**config.mk**
```make
export PLATFORM = sky130hd
export DESIGN_NAME = pt_frame_enc
export DESIGN_NICKNAME = d
export VERILOG_FILES = /design/src/rtl/pt_enc_pkg.sv /design/src/rtl/pt_slot_seq.sv /design/src/rtl/pt_frame_mux.sv /design/src/rtl/pt_line_coder.sv /design/src/rtl/pt_frame_enc.sv
export SDC_FILE = /design/constraint.sdc
export NUM_CORES = 1
export LEC_CHECK = 0
export ABC_CLOCK_PERIOD_IN_PS = 6600
export BUFFER_PORTS_ARGS = -buffer_cell sky130_fd_sc_hd__buf_2
export CAP_MARGIN = 20
export CORE_MARGIN = 2
export CORE_UTILIZATION = 63
export CTS_CLUSTER_DIAMETER = 40
export CTS_CLUSTER_SIZE = 12
export DETAILED_ROUTE_END_ITERATION = 10
export PLACE_DENSITY = 0.89
export SYNTH_ARGS = -nofsm -noshare
export SYNTH_HDL_FRONTEND = slang
export SYNTH_SLANG_ARGS = --single-unit
```
**constraint.sdc**
```tcl
create_clock -name clk_i -period 6.6 [get_ports clk_i]
set_input_delay 0.99 -clock clk_i [delete_from_list [all_inputs] [get_ports clk_i]]
set_output_delay 0.99 -clock clk_i [all_outputs]
set_load 0.05 [all_outputs]
```
**src/rtl/pt_enc_pkg.sv**
```systemverilog
package pt_enc_pkg;

    // number of D and echo slots in one frame
    localparam int NSUB = 4;

    typedef enum logic [1:0] {
        SYM_SPACE = 2'b00,
        SYM_POS   = 2'b01,
        SYM_NEG   = 2'b10
    } sym_e;

    typedef enum logic [3:0] {
        SK_FRAME,
        SK_BAL_HEAD,
        SK_BAL_TAIL,
        SK_B1,
        SK_B2,
        SK_DCH,
        SK_ECHO,
        SK_ACT,
        SK_AUXF,
        SK_NBIT,
        SK_MULTI,
        SK_SCH
    } slot_kind_e;

endpackage

```
**src/rtl/pt_slot_seq.sv**
```systemverilog
module pt_slot_seq #(
    parameter int FRAME_LEN = 48,
    parameter int SLOT_W    = 6
) (
    input  logic              clk_i,
    input  logic              rst_ni,
    output logic [SLOT_W-1:0] slot_o,
    output logic              load_o
);

    localparam logic [SLOT_W-1:0] LAST_SLOT = SLOT_W'(FRAME_LEN - 1);

    typedef struct packed {
        logic [SLOT_W-1:0] slot;
    } seq_t;

    seq_t seq_d, seq_q;

    always_comb begin
        seq_d = seq_q;
        if (seq_q.slot == LAST_SLOT) begin
            seq_d.slot = '0;
        end else begin
            seq_d.slot = seq_q.slot + 1'b1;
        end
    end

    always_ff @(posedge clk_i or negedge rst_ni) begin
        if (!rst_ni) begin
            seq_q <= '0;
        end else begin
            seq_q <= seq_d;
        end
    end

    assign slot_o = seq_q.slot;
    assign load_o = (seq_q.slot == '0);

endmodule

```
**src/rtl/pt_frame_mux.sv**
```systemverilog
module pt_frame_mux
    import pt_enc_pkg::*;
#(
    parameter int OCT_W  = 8,
    parameter int SLOT_W = 6
) (
    input  logic                 clk_i,
    input  logic                 rst_ni,
    input  logic                 load_i,
    input  logic [SLOT_W-1:0]    slot_i,
    input  logic [2*OCT_W-1:0]   b1_i,
    input  logic [2*OCT_W-1:0]   b2_i,
    input  logic [NSUB-1:0]      d_i,
    input  logic [NSUB-1:0]      echo_i,
    input  logic                 act_i,
    output slot_kind_e           kind_o,
    output logic                 bit_o
);

    localparam int IDX_W = $clog2(2 * OCT_W);

    // slot positions, derived from the octet width
    localparam int P_B1A = 2;
    localparam int P_E0  = P_B1A + OCT_W;
    localparam int P_D0  = P_E0 + 1;
    localparam int P_A   = P_E0 + 2;
    localparam int P_FA  = P_E0 + 3;
    localparam int P_N   = P_E0 + 4;
    localparam int P_B2A = P_E0 + 5;
    localparam int P_E1  = P_B2A + OCT_W;
    localparam int P_D1  = P_E1 + 1;
    localparam int P_M   = P_E1 + 2;
    localparam int P_B1B = P_E1 + 3;
    localparam int P_E2  = P_B1B + OCT_W;
    localparam int P_D2  = P_E2 + 1;
    localparam int P_S   = P_E2 + 2;
    localparam int P_B2B = P_E2 + 3;
    localparam int P_E3  = P_B2B + OCT_W;
    localparam int P_D3  = P_E3 + 1;

    typedef struct packed {
        slot_kind_e       kind;
        logic [IDX_W-1:0] idx;
    } slot_info_t;

    typedef struct packed {
        logic [2*OCT_W-1:0] b1;
        logic [2*OCT_W-1:0] b2;
        logic [NSUB-1:0]    d;
        logic [NSUB-1:0]    echo;
        logic               act;
    } shadow_t;

    function automatic slot_info_t decode_slot(input logic [SLOT_W-1:0] s);
        slot_info_t r;
        int p;
        p      = int'(s);
        r.kind = SK_BAL_TAIL;
        r.idx  = '0;
        if (p == 0) begin
            r.kind = SK_FRAME;
        end else if (p == 1) begin
            r.kind = SK_BAL_HEAD;
        end else if (p < P_E0) begin
            r.kind = SK_B1;
            r.idx  = IDX_W'(p - P_B1A);
        end else if (p == P_E0) begin
            r.kind = SK_ECHO;
            r.idx  = IDX_W'(0);
        end else if (p == P_D0) begin
            r.kind = SK_DCH;
            r.idx  = IDX_W'(0);
        end else if (p == P_A) begin
            r.kind = SK_ACT;
        end else if (p == P_FA) begin
            r.kind = SK_AUXF;
        end else if (p == P_N) begin
            r.kind = SK_NBIT;
        end else if (p < P_E1) begin
            r.kind = SK_B2;
            r.idx  = IDX_W'(p - P_B2A);
        end else if (p == P_E1) begin
            r.kind = SK_ECHO;
            r.idx  = IDX_W'(1);
        end else if (p == P_D1) begin
            r.kind = SK_DCH;
            r.idx  = IDX_W'(1);
        end else if (p == P_M) begin
            r.kind = SK_MULTI;
        end else if (p < P_E2) begin
            r.kind = SK_B1;
            r.idx  = IDX_W'(p - P_B1B + OCT_W);
        end else if (p == P_E2) begin
            r.kind = SK_ECHO;
            r.idx  = IDX_W'(2);
        end else if (p == P_D2) begin
            r.kind = SK_DCH;
            r.idx  = IDX_W'(2);
        end else if (p == P_S) begin
            r.kind = SK_SCH;
        end else if (p < P_E3) begin
            r.kind = SK_B2;
            r.idx  = IDX_W'(p - P_B2B + OCT_W);
        end else if (p == P_E3) begin
            r.kind = SK_ECHO;
            r.idx  = IDX_W'(3);
        end else if (p == P_D3) begin
            r.kind = SK_DCH;
            r.idx  = IDX_W'(3);
        end
        return r;
    endfunction

    shadow_t    sh_d, sh_q;
    slot_info_t info;

    always_comb begin
        sh_d = sh_q;
        if (load_i) begin
            sh_d.b1   = b1_i;
            sh_d.b2   = b2_i;
            sh_d.d    = d_i;
            sh_d.echo = echo_i;
            sh_d.act  = act_i;
        end
    end

    always_ff @(posedge clk_i or negedge rst_ni) begin
        if (!rst_ni) begin
            sh_q <= '1;
        end else begin
            sh_q <= sh_d;
        end
    end

    always_comb begin
        info = decode_slot(slot_i);
        case (info.kind)
            SK_B1:   bit_o = sh_q.b1[info.idx];
            SK_B2:   bit_o = sh_q.b2[info.idx];
            SK_DCH:  bit_o = sh_q.d[info.idx[1:0]];
            SK_ECHO: bit_o = sh_q.echo[info.idx[1:0]];
            SK_ACT:  bit_o = sh_q.act;
            SK_FRAME, SK_AUXF, SK_NBIT, SK_MULTI, SK_SCH: bit_o = 1'b0;
            default: bit_o = 1'b1;
        endcase
    end

    assign kind_o = info.kind;

endmodule

```
**src/rtl/pt_line_coder.sv**
```systemverilog
module pt_line_coder
    import pt_enc_pkg::*;
(
    input  logic       clk_i,
    input  logic       rst_ni,
    input  slot_kind_e kind_i,
    input  logic       bit_i,
    output logic [1:0] sym_o,
    output logic       sync_o
);

    typedef struct packed {
        sym_e sym;
        logic sync;
        logic last_pos;  // polarity of the most recent mark
        logic par;       // odd count of marks since the last balancing bit
        logic pend;      // next data mark must repeat the polarity
    } coder_t;

    coder_t cq_d, cq_q;
    logic   mark;
    logic   pos;

    always_comb begin
        cq_d = cq_q;
        mark = 1'b0;
        pos  = cq_q.last_pos;
        case (kind_i)
            SK_FRAME: begin
                mark = 1'b1;
                pos  = cq_q.last_pos;
            end
            SK_BAL_HEAD: begin
                mark      = cq_q.par;
                pos       = !cq_q.last_pos;
                cq_d.pend = 1'b1;
            end
            SK_BAL_TAIL: begin
                mark = cq_q.par;
                pos  = !cq_q.last_pos;
            end
            default: begin
                mark = !bit_i;
                pos  = cq_q.pend ? cq_q.last_pos : !cq_q.last_pos;
                if (mark) begin
                    cq_d.pend = 1'b0;
                end
            end
        endcase

        if (kind_i == SK_BAL_HEAD || kind_i == SK_BAL_TAIL) begin
            cq_d.par = 1'b0;
        end else begin
            cq_d.par = cq_q.par ^ mark;
        end

        if (mark) begin
            cq_d.last_pos = pos;
            cq_d.sym      = pos ? SYM_POS : SYM_NEG;
        end else begin
            cq_d.sym = SYM_SPACE;
        end
        cq_d.sync = (kind_i == SK_FRAME);
    end

    always_ff @(posedge clk_i or negedge rst_ni) begin
        if (!rst_ni) begin
            cq_q <= '{sym: SYM_SPACE, sync: 1'b0, last_pos: 1'b1, par: 1'b0, pend: 1'b0};
        end else begin
            cq_q <= cq_d;
        end
    end

    assign sym_o  = cq_q.sym;
    assign sync_o = cq_q.sync;

endmodule

```
**src/rtl/pt_frame_enc.sv**
```systemverilog
module pt_frame_enc
    import pt_enc_pkg::*;
#(
    parameter int OCT_W = 8
) (
    input  logic               clk_i,
    input  logic               rst_ni,
    input  logic [2*OCT_W-1:0] b1_i,
    input  logic [2*OCT_W-1:0] b2_i,
    input  logic [NSUB-1:0]    d_i,
    input  logic [NSUB-1:0]    echo_i,
    input  logic               act_i,
    output logic               load_o,
    output logic [1:0]         sym_o,
    output logic               frame_sync_o
);

    localparam int FRAME_LEN = 4 * OCT_W + 16;
    localparam int SLOT_W    = $clog2(FRAME_LEN);

    logic [SLOT_W-1:0] slot;
    logic              load;
    slot_kind_e        kind;
    logic              slot_bit;

    pt_slot_seq #(
        .FRAME_LEN (FRAME_LEN),
        .SLOT_W    (SLOT_W)
    ) seq_i (
        .clk_i  (clk_i),
        .rst_ni (rst_ni),
        .slot_o (slot),
        .load_o (load)
    );

    pt_frame_mux #(
        .OCT_W  (OCT_W),
        .SLOT_W (SLOT_W)
    ) mux_i (
        .clk_i  (clk_i),
        .rst_ni (rst_ni),
        .load_i (load),
        .slot_i (slot),
        .b1_i   (b1_i),
        .b2_i   (b2_i),
        .d_i    (d_i),
        .echo_i (echo_i),
        .act_i  (act_i),
        .kind_o (kind),
        .bit_o  (slot_bit)
    );

    pt_line_coder coder_i (
        .clk_i  (clk_i),
        .rst_ni (rst_ni),
        .kind_i (kind),
        .bit_i  (slot_bit),
        .sym_o  (sym_o),
        .sync_o (frame_sync_o)
    );

    assign load_o = load;

endmodule

```
==> flow_metrics.tcl <==
set metrics [dict create \
    hp-class "reg -> reg" \
    cts_tree "yes" \
    antenna_found_initial 0 \
    antenna_cells 0 \
    drc 0 \
    htree_levels 2 \
    path_max_fanout 13 \
    worstMarginPinSlew_ns 0.995 \
    cts_root_buf "clkbuf_8" \
    worstPathCellList "inv_1 > ha_1 > nor2_1 > nand3b_1 > o311a_1 > o211ai_2 > buf_8 > mux2i_1 > mux2_2 > mux4_2 > o22a_1 > a32oi_2 > a2bb2oi_2" \
    p_clk_frac 0.328 \
    syn_area_per_cell_um2 8.55 \
    maxSlewViolCount 0 \
    nFillCells 423 \
    syn_area_mm2 0.00350 \
    period_needed_ns 4.34 \
    drt-vias-per-instance 6.04 \
    cts_max_path_buffers 2 \
    crit_buf_inv 2 \
    holdWs_ns 0.460 \
    core_mm2 0.00544 \
    vias 3093 \
    p_seq_frac 0.581 \
    drv_cap 0 \
    rsz0062_at_grt "false" \
    r2r_end "coder_i.cq_q[2]" \
    synth_area_leaders "dfstp_2 (32%), nand2_1 (14%), dfrtp_1 (7.9%), mux2i_1 (6.6%), ha_1 (2.9%)" \
    hold_viol_final 0 \
    clock-skew-final_ns 0.0107 \
    synthArstFlopShare 1.00 \
    die_h_um 78.5 \
    gp_congestion 0.983 \
    synth_cells 409 \
    wl_per_cell_um 16.6 \
    r2r_cells 13 \
    clock-sinks 53 \
    multi_input_area_mm2 0.00193 \
    finalNetCount 491 \
    synth_seq_cells 53 \
    worstPathRequired_ns 6.85 \
    first_iter_violations 371 \
    dp_hpwl_um 6020 \
    p_switching_mw 0.151 \
    layout_setup_ws_ns 2.26 \
    path_delay_family "compound AO/OA/AOI/OAI gates" \
    crit_path_start_kind "flip-flop" \
    drive_gt1_frac 0.275 \
    drt_wl_total_um 8480 \
    slowest_delay_ns 0.66 \
    rrSetupSlack_ns 2.26 \
    internal-power_mw 0.474 \
    finalCritPeriodShare 0.657 \
    synth_edf_count 0 \
    syn_nets 460 \
    yosys.area.top_type "dfstp_2" \
    end_kind "flip-flop" \
    power_frac_comb 0.091 \
    fmax_mhz 231 \
    status "finished, final reports clean" \
    synthFlopType "dfstp_2" \
    path_clk_slew_ns 0.10 \
    ff_latch_area_mm2 0.00138 \
    num_rows 27 \
    holdPathStages 2 \
    synth-seq-area-share 0.394 \
    cts_made_buffers 5 \
    initial_core_util 0.643 \
    p_sw_frac 0.241 \
    cts_resized 0 \
    vdd_drop_max_mv 0.137 \
    gr-total-overflow 0 \
    grt_pass1_vias 2913 \
    setup_tns_ns 0 \
    final_util 0.703 \
    dpl_worst_slack_ns 2.11 \
    syn_to_final_growth_pct 9.27 \
    p_per_area_mw_per_mm2 164 \
    drtAntennaViolNets 0 \
    grtUsageTotal 0.288 \
    synth.distinct_cells 66 \
    clock_latency_ns 0.31 \
    post-cts-setup-buffers 0 \
    arrival_ns 4.59 \
    path_class "reg -> reg" \
    min_from "mux_i.sh_q[25]" \
    firstDrtPassIters 5 \
    setup_violations 0 \
    min_to "mux_i.sh_q[25]" \
    pin_count 47 \
    dieArea_mm2 0.00616 \
    power.leakage_nw 1.80 \
    ys_warn_count 0 \
    reg2reg_from "seq_i.slot_o[1]" \
    grt_pass1_wl_um 14000 \
    relSlewSlack 0.336 \
    grt_max_degree 54 \
    port_buffers 46 \
    die_x_um 78.5 \
    critPathSlowestCell "dfrtp_1" \
    cts_hold_buf 0 \
    synth_top_cell_area_share 0.316 \
]
## tightest hold or removal path, cell delays in order (launching register included)
cell     delay, ns
dfstp_2       0.38
nand2_1       0.05
nand2_1       0.04
## power by group through the flow
stage                     sequential (mW)  combinational (mW)  clock [mW]
after global routing                0.365              0.0637       0.221
after CTS                           0.363              0.0580       0.210
after floorplan                     0.364              0.0363           0
final                               0.363              0.0572       0.205
after detailed placement            0.368              0.0575           0
after global placement              0.368              0.0551           0
## state kept, by name, indices dropped and copies added, names as in the netlist
register	cells
coder_i.cq_q	3
coder_i.sym_o	2
coder_i.sync_o	1
mux_i.sh_q	41
seq_i.slot_o	6
## Yosys cell counts (all sizes together), types with 2 or more instances
master	n
nand2	131
dfstp	42
mux2i	23
buf	16
nor2	15
o21ai	15
a21oi	13
inv	13
clkbuf	11
dfrtp	11
nand3	9
ha	8
nand2b	8
mux2	6
nor3	6
a31oi	5
o22ai	5
or3	5
a211oi	4
o31ai	4
a22oi	3
nor2b	3
nor4	3
or2	3
xor2	3
a31o	2
a41oi	2
and2	2
and3	2
mux4	2
o2111a	2
o211ai	2
o21a	2
o21bai	2
o221ai	2
o22a	2
o32a	2
## cells in the final DEF (no fill, tap or decap), types with 4 or more instances in the layout
cell type	synthesis	final
a21oi_1	13	13
nand2b_1	8	8
o31ai_1	4	4
nor3_1	6	6
or3_1	5	5
clkbuf_8	0	5
ha_1	8	8
mux2_2	5	5
buf_4	3	4
a31oi_1	5	5
o21ai_0	14	14
nand2_1	131	131
inv_1	11	11
buf_2	7	46
dfstp_2	42	42
dfrtp_1	11	11
nand3_1	9	9
o22ai_1	4	4
mux2i_1	23	23
nor2_1	15	15
## area by class of cell
cell class                 count  area share
inverter                      13      0.0128
clock buffer                   6      0.0246
sequential                    53       0.361
timing repair buffer          51      0.0720
clock inverter                 1     0.00229
tap                           72      0.0236
multi-input combinational    316       0.504
## cells by family after synthesis
logic type / share of synthesized area
AND/OR/NAND/NOR: 0.245
multiplexers: 0.0980
adder cells (fa/ha/maj): 0.0286
XOR/XNOR: 0.0100
flip-flops: 0.394
buffers and inverters: 0.0551
AO/OA/AOI/OAI: 0.169
## worst max path at each step
stage,start,endpoint,cells after the start
after floorplan,seq_i.slot_o[1],coder_i.cq_q[1],16
final,seq_i.slot_o[1],coder_i.cq_q[2],13
after CTS,seq_i.slot_o[1],coder_i.cq_q[2],12
after detailed placement,seq_i.slot_o[1],coder_i.sym_o[1],12
after global placement,seq_i.slot_o[1],coder_i.sym_o[1],12
after global routing,seq_i.slot_o[1],coder_i.cq_q[2],13
## metrics by stage
stage | instance area [µm²] | instances | power [mW]
floorplan | 3500 | 409 | 0.401
global placement | 3700 | 504 | 0.423
detailed placement | 3700 | 504 | 0.426
CTS | 3810 | 511 | 0.631
global route | 3820 | 512 | 0.650
finish | 3820 | 512 | 0.625
## metal layers
metal	GRT usage	up-vias	share of wire
met5	0	-	0
met4	0.109	0	0.024
met3	0.0448	24	0.060
met2	0.470	144	0.48
met1	0.388	1455	0.43
li1	-	1470	-
No activity file was read; power rests on OpenSTA's default activity.
